**config.mk**
```make
export PLATFORM = sky130hd
export DESIGN_NAME = vec_irq_ctrl
export DESIGN_NICKNAME = d
export VERILOG_FILES = /design/src/rtl/irq_ctrl_pkg.sv /design/src/rtl/irq_src_bank.sv /design/src/rtl/irq_arbiter.sv /design/src/rtl/irq_level_ctrl.sv /design/src/rtl/vec_irq_ctrl.sv
export SDC_FILE = /design/constraint.sdc
export NUM_CORES = 1
export LEC_CHECK = 0
export ABC_AREA = 1
export BUFFER_PORTS_ARGS = -buffer_cell sky130_fd_sc_hd__buf_2
export CAP_MARGIN = 40
export CORE_MARGIN = 1
export CORE_UTILIZATION = 35
export CTS_CLUSTER_DIAMETER = 60
export DETAILED_ROUTE_END_ITERATION = 8
export SLEW_MARGIN = 20
export SYNTH_ARGS = -nofsm -noshare
export SYNTH_HDL_FRONTEND = slang
export SYNTH_SLANG_ARGS = --single-unit
```
**constraint.sdc**
```tcl
create_clock -name clk -period 22.8 [get_ports clk]
set_input_delay 3.42 -clock clk [delete_from_list [all_inputs] [get_ports clk]]
set_output_delay 3.42 -clock clk [all_outputs]
set_load 0.01 [all_outputs]
```
**src/rtl/irq_ctrl_pkg.sv**
```systemverilog
package irq_ctrl_pkg;
  localparam int REG_W   = 16;
  localparam int PRIO_W  = 3;
  localparam int LVL_W   = 4;
  localparam int VEC_W   = 8;
  localparam int PRI_PER_WORD = REG_W / 4;

  typedef logic [PRIO_W-1:0] prio_t;
  typedef logic [LVL_W-1:0]  lvl_t;
  typedef logic [VEC_W-1:0]  vec_t;

  localparam lvl_t TRAP_LVL = lvl_t'(8);
  localparam lvl_t MAX_USER_LVL = lvl_t'(7);

  // Vector number of a source index.
  function automatic vec_t vec_of(input int idx, input int base);
    return vec_t'(idx + base);
  endfunction

  // Level loaded when a user interrupt is taken.
  function automatic lvl_t take_level(input prio_t p, input logic nest_off);
    return nest_off ? MAX_USER_LVL : lvl_t'(p);
  endfunction

  // A request may go out only when strictly above the current level.
  function automatic logic above_level(input prio_t p, input lvl_t cur);
    return lvl_t'(p) > cur;
  endfunction
endpackage

```
**src/rtl/irq_src_bank.sv**
```systemverilog
module irq_src_bank
  import irq_ctrl_pkg::*;
#(
  parameter int NSRC = 16
) (
  input  logic                   clk,
  input  logic                   rst_n,
  input  logic [NSRC-1:0]        src_i,
  input  logic [NSRC-1:0]        flag_clr_i,
  input  logic [NSRC-1:0]        en_load_i,
  input  logic [NSRC-1:0]        en_val_i,
  input  logic [NSRC-1:0]        pri_load_i,
  input  logic [NSRC*PRIO_W-1:0] pri_val_i,
  output logic [NSRC-1:0]        flag_o,
  output logic [NSRC-1:0]        en_o,
  output logic [NSRC*PRIO_W-1:0] pri_o
);
  logic [NSRC-1:0] src_q;
  logic [NSRC-1:0] set_evt;

  for (genvar n = 0; n < NSRC; n++) begin : g_src
    assign set_evt[n] = src_i[n] & ~src_q[n];

    always_ff @(posedge clk or negedge rst_n) begin
      if (!rst_n) begin
        src_q[n]  <= 1'b0;
        flag_o[n] <= 1'b0;
        en_o[n]   <= 1'b0;
        pri_o[n*PRIO_W +: PRIO_W] <= '0;
      end else begin
        src_q[n] <= src_i[n];
        if (set_evt[n])          flag_o[n] <= 1'b1;
        else if (flag_clr_i[n])  flag_o[n] <= 1'b0;
        if (en_load_i[n])        en_o[n] <= en_val_i[n];
        if (pri_load_i[n])       pri_o[n*PRIO_W +: PRIO_W] <= pri_val_i[n*PRIO_W +: PRIO_W];
      end
    end

    // an edge always leaves the flag set, even against a clear.
    assert_edge_sets_flag_R1: assert property (@(posedge clk) disable iff (!rst_n)
      set_evt[n] |=> flag_o[n]);
    // without an edge or a clear the flag holds.
    assert_flag_holds_R2: assert property (@(posedge clk) disable iff (!rst_n)
      (!set_evt[n] && !flag_clr_i[n]) |=> $stable(flag_o[n]));
  end
endmodule

```
**src/rtl/irq_arbiter.sv**
```systemverilog
module irq_arbiter
  import irq_ctrl_pkg::*;
#(
  parameter int NSRC = 16,
  localparam int IDX_W = (NSRC > 1) ? $clog2(NSRC) : 1
) (
  input  logic                   clk,
  input  logic                   rst_n,
  input  logic [NSRC-1:0]        flag_i,
  input  logic [NSRC-1:0]        en_i,
  input  logic [NSRC*PRIO_W-1:0] pri_i,
  output logic                   win_valid_o,
  output logic [IDX_W-1:0]       win_idx_o,
  output prio_t                  win_pri_o
);
  logic [NSRC-1:0] eligible;

  for (genvar n = 0; n < NSRC; n++) begin : g_elig
    assign eligible[n] = flag_i[n] & en_i[n] & (pri_i[n*PRIO_W +: PRIO_W] != '0);
  end

  // Scan upward; only a strictly higher priority replaces the best,
  // so the lowest index keeps a tie.
  always_comb begin
    win_valid_o = 1'b0;
    win_idx_o   = '0;
    win_pri_o   = '0;
    for (int i = 0; i < NSRC; i++) begin
      if (eligible[i] && (pri_i[i*PRIO_W +: PRIO_W] > win_pri_o)) begin
        win_valid_o = 1'b1;
        win_idx_o   = IDX_W'(i);
        win_pri_o   = pri_i[i*PRIO_W +: PRIO_W];
      end
    end
  end

  // a reported winner is pending, enabled and non-zero.
  assert_winner_eligible_R3: assert property (@(posedge clk) disable iff (!rst_n)
    win_valid_o |-> (eligible[win_idx_o] && win_pri_o != '0));
  // any eligible source yields a winner.
  assert_winner_exists_R5: assert property (@(posedge clk) disable iff (!rst_n)
    (eligible != '0) |-> win_valid_o);
endmodule

```
**src/rtl/irq_level_ctrl.sv**
```systemverilog
module irq_level_ctrl
  import irq_ctrl_pkg::*;
#(
  parameter int DEPTH = 8,
  localparam int PTR_W = (DEPTH > 1) ? $clog2(DEPTH) : 1,
  localparam int CNT_W = $clog2(DEPTH + 1)
) (
  input  logic  clk,
  input  logic  rst_n,
  input  logic  trap_i,
  input  logic  take_i,
  input  lvl_t  take_lvl_i,
  input  logic  ret_i,
  input  logic  sw_we_i,
  input  prio_t sw_val_i,
  output lvl_t  lvl_o
);
  lvl_t             stk [DEPTH];
  logic [CNT_W-1:0] cnt;
  logic             push, pop, sw_wr;

  assign push  = trap_i | take_i;
  assign pop   = !push && ret_i && (cnt != '0);
  assign sw_wr = !push && !ret_i && sw_we_i;

  always_ff @(posedge clk or negedge rst_n) begin
    if (!rst_n) begin
      lvl_o <= '0;
      cnt   <= '0;
    end else begin
      if (push) begin
        if (cnt < CNT_W'(DEPTH)) begin
          stk[PTR_W'(cnt)] <= lvl_o;
          cnt <= cnt + 1'b1;
        end
        lvl_o <= trap_i ? TRAP_LVL : take_lvl_i;
      end else if (pop) begin
        lvl_o <= stk[PTR_W'(cnt - 1'b1)];
        cnt   <= cnt - 1'b1;
      end else if (sw_wr) begin
        lvl_o <= {lvl_o[LVL_W-1], sw_val_i};
      end
    end
  end

  // a trap always lands at level 8.
  assert_trap_level_R10: assert property (@(posedge clk) disable iff (!rst_n)
    trap_i |=> (lvl_o == TRAP_LVL));
  // a software write never moves the hardware-only bit.
  assert_sw_keeps_top_R10: assert property (@(posedge clk) disable iff (!rst_n)
    sw_wr |=> (lvl_o[LVL_W-1] == $past(lvl_o[LVL_W-1])));
  // a return on an empty stack leaves the level alone.
  assert_empty_return_R9: assert property (@(posedge clk) disable iff (!rst_n)
    (ret_i && !push && cnt == '0) |=> $stable(lvl_o));
endmodule

```
**src/rtl/vec_irq_ctrl.sv**
```systemverilog
module vec_irq_ctrl
  import irq_ctrl_pkg::*;
#(
  parameter int NSRC     = 16,
  parameter int VEC_BASE = 8,
  parameter int DEPTH    = 8,
  parameter int ADDR_W   = 5
) (
  input  logic              clk,
  input  logic              rst_n,
  input  logic [NSRC-1:0]   src_i,
  input  logic [ADDR_W-1:0] reg_addr_i,
  input  logic [REG_W-1:0]  reg_wdata_i,
  input  logic              reg_we_i,
  output logic [REG_W-1:0]  reg_rdata_o,
  input  logic              ack_i,
  input  logic              ret_i,
  input  logic              trap_i,
  output logic              irq_req_o,
  output logic [VEC_W-1:0]  irq_vec_o,
  output logic [LVL_W-1:0]  irq_lvl_o,
  output logic [LVL_W-1:0]  cpu_lvl_o
);
  localparam int IDX_W     = (NSRC > 1) ? $clog2(NSRC) : 1;
  localparam int NFW       = (NSRC + REG_W - 1) / REG_W;
  localparam int NPW       = (NSRC + PRI_PER_WORD - 1) / PRI_PER_WORD;
  localparam int FLAG_BASE = 0;
  localparam int EN_BASE   = NFW;
  localparam int PRI_BASE  = 2 * NFW;
  localparam int CTRL_ADDR = PRI_BASE + NPW;
  localparam int LVL_ADDR  = CTRL_ADDR + 1;
  localparam int STAT_ADDR = CTRL_ADDR + 2;

  logic [NSRC-1:0]        flag, en;
  logic [NSRC*PRIO_W-1:0] pri;
  logic [NSRC-1:0]        flag_clr, en_load, en_val, pri_load;
  logic [NSRC*PRIO_W-1:0] pri_val;
  logic                   gie, nest_off;
  logic                   win_valid;
  logic [IDX_W-1:0]       win_idx;
  prio_t                  win_pri;
  logic                   take;
  logic                   ctrl_we, lvl_we;

  // Register write decode per source.
  for (genvar n = 0; n < NSRC; n++) begin : g_dec
    localparam int FW = n / REG_W;
    localparam int FB = n % REG_W;
    localparam int PW = n / PRI_PER_WORD;
    localparam int PB = 4 * (n % PRI_PER_WORD);
    assign flag_clr[n] = reg_we_i && (reg_addr_i == ADDR_W'(FLAG_BASE + FW)) && reg_wdata_i[FB];
    assign en_load[n]  = reg_we_i && (reg_addr_i == ADDR_W'(EN_BASE + FW));
    assign en_val[n]   = reg_wdata_i[FB];
    assign pri_load[n] = reg_we_i && (reg_addr_i == ADDR_W'(PRI_BASE + PW));
    assign pri_val[n*PRIO_W +: PRIO_W] = reg_wdata_i[PB +: PRIO_W];
  end

  assign ctrl_we = reg_we_i && (reg_addr_i == ADDR_W'(CTRL_ADDR));
  assign lvl_we  = reg_we_i && (reg_addr_i == ADDR_W'(LVL_ADDR));

  always_ff @(posedge clk or negedge rst_n) begin
    if (!rst_n) begin
      gie      <= 1'b0;
      nest_off <= 1'b0;
    end else if (ctrl_we) begin
      gie      <= reg_wdata_i[0];
      nest_off <= reg_wdata_i[1];
    end
  end

  irq_src_bank #(.NSRC(NSRC)) u_bank (
    .clk(clk), .rst_n(rst_n), .src_i(src_i),
    .flag_clr_i(flag_clr), .en_load_i(en_load), .en_val_i(en_val),
    .pri_load_i(pri_load), .pri_val_i(pri_val),
    .flag_o(flag), .en_o(en), .pri_o(pri)
  );

  irq_arbiter #(.NSRC(NSRC)) u_arb (
    .clk(clk), .rst_n(rst_n), .flag_i(flag), .en_i(en), .pri_i(pri),
    .win_valid_o(win_valid), .win_idx_o(win_idx), .win_pri_o(win_pri)
  );

  assign irq_vec_o = win_valid ? vec_of(int'(win_idx), VEC_BASE) : '0;
  assign irq_lvl_o = win_valid ? lvl_t'(win_pri) : '0;
  assign irq_req_o = gie && win_valid && above_level(win_pri, cpu_lvl_o);
  assign take      = ack_i && irq_req_o;

  irq_level_ctrl #(.DEPTH(DEPTH)) u_lvl (
    .clk(clk), .rst_n(rst_n), .trap_i(trap_i),
    .take_i(take), .take_lvl_i(take_level(win_pri, nest_off)),
    .ret_i(ret_i), .sw_we_i(lvl_we), .sw_val_i(reg_wdata_i[PRIO_W-1:0]),
    .lvl_o(cpu_lvl_o)
  );

  // Register read mux.
  always_comb begin
    reg_rdata_o = '0;
    for (int n = 0; n < NSRC; n++) begin
      if (reg_addr_i == ADDR_W'(FLAG_BASE + n / REG_W))
        reg_rdata_o[n % REG_W] = flag[n];
      if (reg_addr_i == ADDR_W'(EN_BASE + n / REG_W))
        reg_rdata_o[n % REG_W] = en[n];
      if (reg_addr_i == ADDR_W'(PRI_BASE + n / PRI_PER_WORD))
        reg_rdata_o[4 * (n % PRI_PER_WORD) +: PRIO_W] = pri[n*PRIO_W +: PRIO_W];
    end
    if (reg_addr_i == ADDR_W'(CTRL_ADDR)) reg_rdata_o[1:0] = {nest_off, gie};
    if (reg_addr_i == ADDR_W'(LVL_ADDR))  reg_rdata_o[LVL_W-1:0] = cpu_lvl_o;
    if (reg_addr_i == ADDR_W'(STAT_ADDR)) reg_rdata_o[VEC_W+LVL_W-1:0] = {irq_lvl_o, irq_vec_o};
  end

  // a request is always strictly above the current level.
  assert_req_above_level_R6: assert property (@(posedge clk) disable iff (!rst_n)
    irq_req_o |-> (irq_lvl_o > cpu_lvl_o));
  // global enable off blocks every request.
  assert_gie_blocks_R7: assert property (@(posedge clk) disable iff (!rst_n)
    !gie |-> !irq_req_o);
  // a requested vector carries the base offset.
  assert_vec_offset_R5: assert property (@(posedge clk) disable iff (!rst_n)
    irq_req_o |-> (irq_vec_o >= VEC_W'(VEC_BASE)));
  // taking an interrupt with nesting off lands at level 7.
  assert_nest_off_level_R8: assert property (@(posedge clk) disable iff (!rst_n)
    (take && nest_off && !trap_i) |=> (cpu_lvl_o == MAX_USER_LVL));
  // taking an interrupt with nesting on lands at the winner's level.
  assert_take_level_R8: assert property (@(posedge clk) disable iff (!rst_n)
    (take && !nest_off && !trap_i) |=> (cpu_lvl_o == $past(irq_lvl_o)));
endmodule

```
==> results.yml, run 1 <==
run_status:
  outcome: "finished clean"
sta:
  fin_crit_sh_pct: 92.8
  timing.final.crit_period_ns: 21.15
  holdWs_ns: 0.408
  worst_clock_skew_ns: 0.0200
  worst_slew_margin_rel_pct: 45.3
  hold_viol_final: 0
  worst-slew-pin-transition_ns: 0.814
  slew_viol_final: 0
  setup_viol: 0
  timing.setup.tns_ns: 0
  clock.fmax_ghz: 0.0473
final_layout:
  antennaDiodeCount: 0
  sequential_cell_area_mm2: 0.00361
  fill_cells: 2361
  multiInputGateArea_mm2: 0.00403
  final_core_density_pct: 42.0
  cell_count_final_fillers_out: 1444
  num-nets-final: 1185
  drive_gt1_share_pct: 18.1
  area.growth.synth_to_final_pct: 16.4
placement:
  place.detailed.hpwl_um: 18400
  gp_routability_congestion: 0.927
  place_inst: 1410
  place.port_buffers: 71
global_route:
  grt_remaining_overflow: 0
  gr-max-usage-layer: "met2"
  grt_use_total_pct: 21.3
  met2_track_utilization_from_global_routing_pct: 34.3
  grt_first_pass_wirelength_um: 39200
  grt_start_max_net_pins: 41
  global_route.usage.met3_pct: 3.26
  grt_pass1_vias: 6963
  grt_use_met1_pct: 29.4
  antenna_found_initial: 0
logic_synthesis:
  async_flop_share_pct: 76.8
  synth.cells.most_frequent: "262 x sky130_fd_sc_hd__nand2_1, 144 x sky130_fd_sc_hd__o21ai_0, 124 x sky130_fd_sc_hd__inv_1, 106 x sky130_fd_sc_hd__dfrtp_1, 70 x sky130_fd_sc_hd__nor2_1"
  synth.yosys.warnings: 0
  synth-seq-area-share_pct: 43.9
  netlist.area_leader.share_pct: 32.2
  syn_avg_cell_area_um2: 7.90
  synth.ff_latch_count: 138
  cell_type_with_the_largest_total_area_after_synthesis: "sky130_fd_sc_hd__dfrtp_1"
  post_synth_num_cell_types: 53
  ys_dominant_reg_cell: "sky130_fd_sc_hd__dfrtp_1"
  synth_enable_flop_cells: 32
  netlist_area_mm2: 0.00824
  synthTopCellsByArea: "sky130_fd_sc_hd__dfrtp_1 32%, sky130_fd_sc_hd__nand2_1 12%, sky130_fd_sc_hd__edfxtp_1 12%"
  syn-instance-count: 1043
  yosysMostFrequentCell: "sky130_fd_sc_hd__nand2_1"
clocking:
  cts.sinks: 138
  cts_inserted_buffers: 17
  clk_path_buf_depth: 2
  worst_skew_pair.late_latency_ns: 0.43
  ctsHtreeMaxLevel: 4
  cts.reportedPaths.clkPinSlew_ns: 0.07
  tritoncts_clock_tree: "yes"
  cts_root_buffer: "sky130_fd_sc_hd__clkbuf_16"
  cts-hold-fix-buffers: 0
setup_path:
  slowest_stage_cell_on_the_critical_path: "sky130_fd_sc_hd__nor3_1"
  worstPathRequired_ns: 19.38
  critical_path_buf_inv_count: 5
  crit_type: "reg -> out"
  arrival_ns: 17.73
  worstReg2RegStart: "u_bank.flag_o[0]$_DFFE_PN0P_"
  worst_path_dominant_cell_family: "simple AND/OR/NAND/NOR gates"
  crit_path_capture_type: "output port"
  startpoint_type: "flop"
  crit_path_max_incr_delay_ns: 0.69
  worst_setup_path_startpoint: "u_bank.flag_o[0]$_DFFE_PN0P_"
  worst-path-max-fanout: 8
  timing.critical_path.mode_cell: "sky130_fd_sc_hd__ha_1"
power:
  power.density_mw_per_mm2: 116
  leakage_nw: 4.57
  p_clk_share_pct: 26.1
  design_power_total_mw: 1.12
  cell_internal_pwr_mw: 0.634
  worst_ir_drop_vdd_uv: 49.9
  power.switching_fraction_pct: 43.2
  power.net_switching_mw: 0.482
  power_frac_seq_pct: 30.3
  comb_power_share_pct: 43.6
floorplanning:
  core_region_area_mm2: 0.0228
  vert_die_dim_um: 155
  starting_density_of_the_core_pct: 36.1
  core.rowCount: 55
  die_x_um: 155
  design.portCount: 76
  die_area_mm2: 0.0242
job:
  cap_viol_max_count: 0
detailed_routing:
  drt_first_pass_iters: 5
  drc: 0
  detailed_route_wire_length_um: 24600
  first_iter_violations: 586
  wl_per_cell_um: 17.0
  ant_nets: 0
  routed_vias_inst: 5.06
  vias: 7313
min_path:
  hp-class: "reg -> reg"
  hold_path.startpoint: "u_bank.src_q[13]$_DFF_PN0_"
[registers in the layout, indices dropped and copies added (netlist names)]
name	count
nest_off	1
u_bank.src_q	16
u_lvl.stk	32
u_bank.pri_o	48
u_lvl.cnt	4
gie	1
u_bank.flag_o	16
u_lvl.lvl_o	4
u_bank.en_o	16
[power groups by stage]
stage	Sequential [mW]	Clock (mW)	Combinational, mW
after detailed placement	0.347	0	0.471
after global routing	0.344	0.305	0.553
after CTS	0.343	0.295	0.474
after global placement	0.346	0	0.466
final	0.338	0.291	0.487
after floorplan	0.325	0	0.359
[path summary, 6_finish.rpt]
path | cells after the start | endpoint | slack [ns]
max reg2reg | 113 | u_lvl.stk[1][3]$_DFFE_PP_ | 4.59
max | 108 | reg_rdata_o[3] | 1.65
max in group asynchronous | 3 | u_bank.pri_o[12]$_DFFE_PN0P_ | 18.65
min | 1 | u_bank.flag_o[13]$_DFFE_PN0P_ | 0.41
min reg2reg | 1 | u_bank.flag_o[13]$_DFFE_PN0P_ | 0.41
min in group asynchronous | 1 | u_bank.flag_o[12]$_DFFE_PN0P_ | 2.96
[per-layer routing]
layer	part of all wire [%]	wire [µm]
met1	47	11500
met2	46	11300
met3	4.8	1180
met4	2.2	550
met5	0	0
[what timing repair did]
item | in CTS | in global routing
endpoints found under the setup margin | 0 | 13
resized for setup | 0 | 14
buffers inserted | 0 | 1
[metrics by stage]
step / setup WS, ns / instance area, µm²
after global placement: 1.87 / 8910
after detailed placement: 1.23 / 8950
after CTS: 0.693 / 9560
after global routing: -0.00825 / 9600
final: 1.65 / 9600
after floorplan: 3.13 / 8250
[cell type report]
cell class                 instances  area share (%)
inverter                         134            5.27
timing repair buffer              78            4.56
multi-input combinational        749            42.0
tap                              313            4.08
clock buffer                      19            4.84
sequential                       138            37.7
clock inverter                    13            1.56
[cells by family (layout without fill, tap and decap cells)]
family | Yosys count | after routing | share of synthesized area (%)
and+or+nand+nor | 493 | 493 | 29.4
AOI/OAI and AO/OA | 223 | 223 | 15.1
buffers and inverters | 159 | 244 | 7.49
DFF | 138 | 138 | 43.9
adders and majority gates | 24 | 24 | 3.64
xor gates and xnor gates | 5 | 5 | 0.531
other | 1 | 4 | 0.0455
[cell usage in the layout (no fill, tap or decap), types with 11 or more instances in the layout]
cell type                   instances
sky130_fd_sc_hd__edfxtp_1          32
sky130_fd_sc_hd__nand3_2           15
sky130_fd_sc_hd__nand4_1           15
sky130_fd_sc_hd__a21oi_1           31
sky130_fd_sc_hd__nand2_1          261
sky130_fd_sc_hd__buf_2             70
sky130_fd_sc_hd__inv_1            124
sky130_fd_sc_hd__dfrtp_1          106
sky130_fd_sc_hd__o21ai_1           12
sky130_fd_sc_hd__o21ai_0          133
sky130_fd_sc_hd__ha_1              24
sky130_fd_sc_hd__or2_2             11
sky130_fd_sc_hd__clkbuf_16         18
sky130_fd_sc_hd__nand2_2           31
sky130_fd_sc_hd__nand3_1           55
sky130_fd_sc_hd__nor2_1            70
Note: power is estimated with default switching activity, not from simulation.
==> run 2: changes to the inputs <==
PLACE_DENSITY_LB_ADDON = 0.05   (was unset)
==> run 2 against run 1 <==
Compared with the run above: non-clock buffer count stayed put; cell area down 0.21%; clock power is essentially flat; core utilization is 0.088 points lower; power up 0.93%; sequential power is essentially flat; setup slack worse by 0.14 ns; register-to-register slack lost 0.21 ns; largest power group unchanged; highest routed layer unchanged.
==> results.yml, run 2 (synthesis results as in run 1) <==
run_status:
  outcome: "finished clean"
clocking:
  cts_inserted_buffers: 17
  cts.sinks: 138
  clk_path_buf_depth: 2
  cts.reportedPaths.clkPinSlew_ns: 0.07
  ctsHtreeMaxLevel: 4
  cts_root_buffer: "sky130_fd_sc_hd__clkbuf_16"
  tritoncts_clock_tree: "yes"
  worst_skew_pair.late_latency_ns: 0.43
global_route:
  grt_use_total_pct: 22.8
  antenna_found_initial: 0
  grt_remaining_overflow: 0
  grt_start_max_net_pins: 59
  grt_first_pass_wirelength_um: 41000
  grt_pass1_vias: 6907
final_layout:
  multiInputGateArea_mm2: 0.00403
  largest_reg_flops: 48
  antennaDiodeCount: 0
  sequential_cell_area_mm2: 0.00361
  area.growth.synth_to_final_pct: 16.2
  max_flop_register: "u_bank.pri_o"
  most-common-layout-cells: "261 x sky130_fd_sc_hd__nand2_1, 135 x sky130_fd_sc_hd__o21ai_0, 123 x sky130_fd_sc_hd__inv_1, 106 x sky130_fd_sc_hd__dfrtp_1"
  final_core_density_pct: 41.9
  largestRegisters: "u_bank.pri_o (48), u_lvl.stk (32)"
  num-nets-final: 1185
  layout.cells.most_common: "sky130_fd_sc_hd__nand2_1"
  stdcell_area_mm2: 0.00958
  drive_gt1_share_pct: 18.1
  fill_cells: 2409
sta:
  clock.fmax_ghz: 0.0470
  hold_viol_final: 0
  worst-slew-pin-transition_ns: 0.759
  timing.final.crit_period_ns: 21.29
  worst_slew_margin_rel_pct: 49.4
  fin_crit_sh_pct: 93.4
  worst_clock_skew_ns: 0.0142
  timing.setup.tns_ns: 0
  postLayoutSetupSlackWorst_ns: 1.51
  setup_viol: 0
  slew_viol_final: 0
power:
  worst_ir_drop_vdd_uv: 57.9
  power.density_mw_per_mm2: 118
  leakage_nw: 4.57
  design_power_total_mw: 1.13
setup_path:
  worstPathRequired_ns: 19.38
  worst_setup_path_startpoint: "u_bank.flag_o[0]$_DFFE_PN0P_"
  worst-path-max-fanout: 9
  slowest_stage_cell_on_the_critical_path: "sky130_fd_sc_hd__nor3_1"
  crit_type: "reg -> out"
  crit_path_max_incr_delay_ns: 0.59
  rrSetupSlack_ns: 4.38
  worstReg2RegStart: "u_bank.flag_o[0]$_DFFE_PN0P_"
  startpoint_type: "flop"
  timing.critical_path.mode_cell: "sky130_fd_sc_hd__ha_1"
  arrival_ns: 17.87
  crit_path_capture_type: "output port"
detailed_routing:
  drc: 0
  detailed_route_wire_length_um: 26300
  wl_per_cell_um: 18.2
  vias: 7231
  drt_first_pass_iters: 5
  routed_vias_inst: 5.01
  first_iter_violations: 559
  ant_nets: 0
min_path:
  hold_path.startpoint: "u_bank.src_q[15]$_DFF_PN0_"
  hp-class: "reg -> reg"
floorplanning:
  design.portCount: 76
  die_x_um: 155
  core_region_area_mm2: 0.0228
  starting_density_of_the_core_pct: 36.1
  core.rowCount: 55
  die_area_mm2: 0.0242
  vert_die_dim_um: 155
placement:
  gp_routability_congestion: 0.859
  detailed_place.area_mm2: 0.00893
  detailedPlace.worstSlack_ns: 1.09
  place.detailed.hpwl_um: 19700
  place.port_buffers: 71
job:
  cap_viol_max_count: 0
[run 2: cell types whose count changed in the layout (fill, tap and decap cells not counted)]
cell / previous run / this run
sky130_fd_sc_hd__buf_12: 1 / 0
sky130_fd_sc_hd__o21ai_1: 12 / 10
sky130_fd_sc_hd__inv_1: 124 / 123
sky130_fd_sc_hd__clkinv_4: 4 / 1
sky130_fd_sc_hd__inv_2: 6 / 7
sky130_fd_sc_hd__o21ai_0: 133 / 135
sky130_fd_sc_hd__o21bai_1: 1 / 2
sky130_fd_sc_hd__buf_4: 5 / 6
sky130_fd_sc_hd__buf_6: 0 / 1
sky130_fd_sc_hd__clkbuf_8: 1 / 0
sky130_fd_sc_hd__inv_6: 4 / 6
sky130_fd_sc_hd__buf_8: 2 / 1
sky130_fd_sc_hd__o21bai_2: 1 / 0
sky130_fd_sc_hd__inv_8: 3 / 5
[run 2: per-stage QoR]
stage / cells / hold WS, ns
floorplan: 1046 / 0.400
global placement: 1408 / 0.401
detailed placement: 1410 / 0.407
CTS: 1442 / 0.418
global route: 1444 / 0.431
finish: 1444 / 0.414
[run 2: repair_timing]
action,CTS,global route
buffers inserted,0,0
setup endpoints to repair,0,14
resized for setup,0,12
hold buffers,0,0
[run 2: worst paths after layout]
check                                                      to  depth (start not counted)
worst max-delay path                           reg_rdata_o[3]                        107
worst min-delay path            u_bank.flag_o[15]$_DFFE_PN0P_                          1
worst max register to register      u_lvl.stk[1][3]$_DFFE_PP_                        112
worst min register to register  u_bank.flag_o[15]$_DFFE_PN0P_                          1
max in group asynchronous         u_bank.pri_o[2]$_DFFE_PN0P_                          2
min in group asynchronous          u_lvl.lvl_o[1]$_DFFE_PN0P_                          1
[run 2: where the power goes]
group	internal, mW	leakage, nW	switching, mW	total, mW
registers	0.294	1.57	0.0475	0.341
logic	0.174	2.70	0.320	0.494
clock network	0.164	0.304	0.128	0.292
[run 2: area by class of cell]
cell class                 count  share of cell area (%)
clock buffer                  18                    4.70
clock inverter                14                    1.71
inverter                     134                    5.28
multi-input combinational    749                    42.1
sequential                   138                    37.7
tap                          313                    4.09
timing repair buffer          78                    4.40
[run 2: critical path, delay by kind of cell, from the launching register on]
family	cells	cell delay (ns)
and+or+nand+nor	60	7.89
buffers and inverters	5	0.46
AOI/OAI and AO/OA	27	4.63
DFF	1	0.39
adders and majority gates	15	4.10
[run 2: layer usage]
layer | share of wire, % | routed length [µm] | GRT usage, %
met1 | 50 | 13300 | 33.1
met2 | 44 | 11700 | 35.7
met3 | 3.4 | 896 | 2.90
met4 | 1.8 | 462 | 6.16
met5 | 0 | 0 | 0
==> run 3: changes to the inputs <==
clock period = 23.9 ns   (was 22.8 ns; I/O delays follow)
==> run 3 against run 2 <==
Compared with the run above: clock skew grew 0.0037 ns; routed wire length up 0.20%; critical path depth unchanged; clock power about the same; hold slack better by 0.00068 ns; cell area up 0.60%; register-to-register slack gained 0.45 ns; count of clock-buffer cells in the layout up 1; non-clock buffer count rose by 1; sequential power fell by 4%; setup slack better by 0.29 ns; critical endpoint unchanged; largest cell class unchanged.
==> results.yml, run 3 (synthesis results as in run 1) <==
global_route:
  grt_use_total_pct: 22.9
  grt_start_max_net_pins: 60
  met2_track_utilization_from_global_routing_pct: 35.4
  grt_use_met1_pct: 32.8
  antenna_found_initial: 0
  global_route.usage.met3_pct: 3.23
  grt_first_pass_wirelength_um: 41100
  gr-max-usage-layer: "met2"
  grt_pass1_vias: 6881
  grt_remaining_overflow: 0
power:
  power.switching_fraction_pct: 43.3
  power.density_mw_per_mm2: 113
  comb_power_share_pct: 43.1
  power.net_switching_mw: 0.470
  cell_internal_pwr_mw: 0.617
  leakage_nw: 4.60
  power_frac_seq_pct: 30.0
  worst_ir_drop_vdd_uv: 51.0
  p_clk_share_pct: 26.9
sta:
  worst-slew-pin-transition_ns: 0.822
  worst_clock_skew_ns: 0.0179
  setup_viol: 0
  slew_viol_final: 0
  clock.fmax_ghz: 0.0452
  rsz_0062_raised_after_global_routing: "false"
  hold_viol_final: 0
  timing.setup.tns_ns: 0
  worst_slew_margin_rel_pct: 44.8
  fin_crit_sh_pct: 92.5
  timing.final.crit_period_ns: 22.10
min_path:
  hp-class: "reg -> reg"
  hold_path.startpoint: "u_bank.src_q[0]$_DFF_PN0_"
clocking:
  ctsHtreeMaxLevel: 4
  postCtsSetupRepairBufs: 0
  tritoncts_clock_tree: "yes"
  cts.reportedPaths.clkPinSlew_ns: 0.07
  cts.sinks: 138
  cts_inserted_buffers: 17
  worst_skew_pair.late_latency_ns: 0.43
  clk_path_buf_depth: 2
  cts_root_buffer: "sky130_fd_sc_hd__clkbuf_16"
detailed_routing:
  wl_per_cell_um: 18.3
  drc: 0
  detailed_route_wire_length_um: 26400
  routed_vias_inst: 5.01
  drt_first_pass_iters: 5
  vias: 7244
  ant_nets: 0
  first_iter_violations: 478
final_layout:
  max_flop_register: "u_bank.pri_o"
  drive_gt1_share_pct: 18.0
  largest_reg_flops: 48
  num-nets-final: 1186
  layout.cells.most_common: "sky130_fd_sc_hd__nand2_1"
  cell_count_final_fillers_out: 1445
  antennaDiodeCount: 0
  most-common-layout-cells: "261 x sky130_fd_sc_hd__nand2_1, 142 x sky130_fd_sc_hd__o21ai_0, 124 x sky130_fd_sc_hd__inv_1, 106 x sky130_fd_sc_hd__dfrtp_1"
  stdcell_area_mm2: 0.00963
  largestRegisters: "u_bank.pri_o (48), u_lvl.stk (32)"
  area.growth.synth_to_final_pct: 16.9
setup_path:
  worstReg2RegStart: "u_bank.flag_o[0]$_DFFE_PN0P_"
  crit_path_capture_type: "output port"
  slowest_stage_cell_on_the_critical_path: "sky130_fd_sc_hd__nor3_1"
  crit_type: "reg -> out"
  startpoint_type: "flop"
  timing.critical_path.mode_cell: "sky130_fd_sc_hd__o21ai_0"
  crit_path_max_incr_delay_ns: 0.69
  worst-path-max-fanout: 9
  worst_setup_path_startpoint: "u_bank.flag_o[0]$_DFFE_PN0P_"
  worstPathRequired_ns: 20.32
  arrival_ns: 18.52
floorplanning:
  core.rowCount: 55
  die_area_mm2: 0.0242
  core_region_area_mm2: 0.0228
  starting_density_of_the_core_pct: 36.1
  vert_die_dim_um: 155
  die_x_um: 155
  design.portCount: 76
placement:
  detailed_place.area_mm2: 0.00893
  place.detailed.hpwl_um: 19700
  place_inst: 1410
  place.port_buffers: 71
  gp_routability_congestion: 0.863
job:
  cap_viol_max_count: 0
run_status:
  outcome: "finished clean"
[run 3: changes by cell type in the layout (fill, tap and decap cells not counted), sizes merged]
cell    previous run  this run
buf               78        79
bufinv             1         2
clkbuf            18        19
clkinv             5         7
inv              142       138
[run 3: layout make-up]
cell class	instances	area, µm²
tap	313	392
clock inverter	13	174
inverter	134	505
clock buffer	19	475
fill	2422	13200
sequential	138	3610
timing repair buffer	79	449
multi-input combinational	749	4020
[run 3: power groups by stage]
stage	sequential (mW)	combinational (mW)	clock (mW)
global route	0.332	0.530	0.306
CTS	0.329	0.464	0.298
finish	0.326	0.468	0.292
floorplan	0.310	0.342	0
detailed placement	0.334	0.461	0
global placement	0.334	0.461	0
[run 3: worst max-delay path: cells and delay by family (launching register included)]
kind                       cells  cell delay, ns
DFF                            1            0.38
adders and majority gates     15            4.23
buffers and inverters          5            0.46
AOI/OAI and AO/OA             26            4.96
and+or+nand+nor               61            8.00
[run 3: metal layers]
metal / routed length [µm] / part of all wire (%)
met1: 13000 / 49
met2: 11700 / 44
met3: 1160 / 4.4
met4: 579 / 2.2
met5: 0 / 0
[run 3: repair_timing]
| item | CTS | global route |
|---|---|---|
| resized for setup | 0 | 3 |
| hold buffers | 0 | 0 |
| setup endpoints to repair | 0 | 2 |
[run 3: path summary, 6_finish.rpt]
path                       cells after the start                      endpoint  slack, ns
max                                          107                reg_rdata_o[3]       1.80
min                                            1  u_bank.flag_o[0]$_DFFE_PN0P_       0.41
max reg2reg                                  112     u_lvl.stk[7][2]$_DFFE_PP_       4.83
min reg2reg                                    1  u_bank.flag_o[0]$_DFFE_PN0P_       0.41
max in group asynchronous                      3    u_bank.en_o[4]$_DFFE_PN0P_      19.74
min in group asynchronous                      1    u_lvl.lvl_o[1]$_DFFE_PN0P_       3.22
[run 3: through the flow]
step	worst slack, ns	power, mW	utilization (%)	hold slack (ns)
2_1_floorplan	4.06	0.652	-	0.400
6_report	1.80	1.09	42.2	0.415
3_5_place_dp	2.10	0.794	39.1	0.407
3_3_place_gp	2.54	0.795	39.0	0.402
5_1_grt	0.100	1.17	42.2	0.426
4_1_cts	1.55	1.09	41.9	0.418
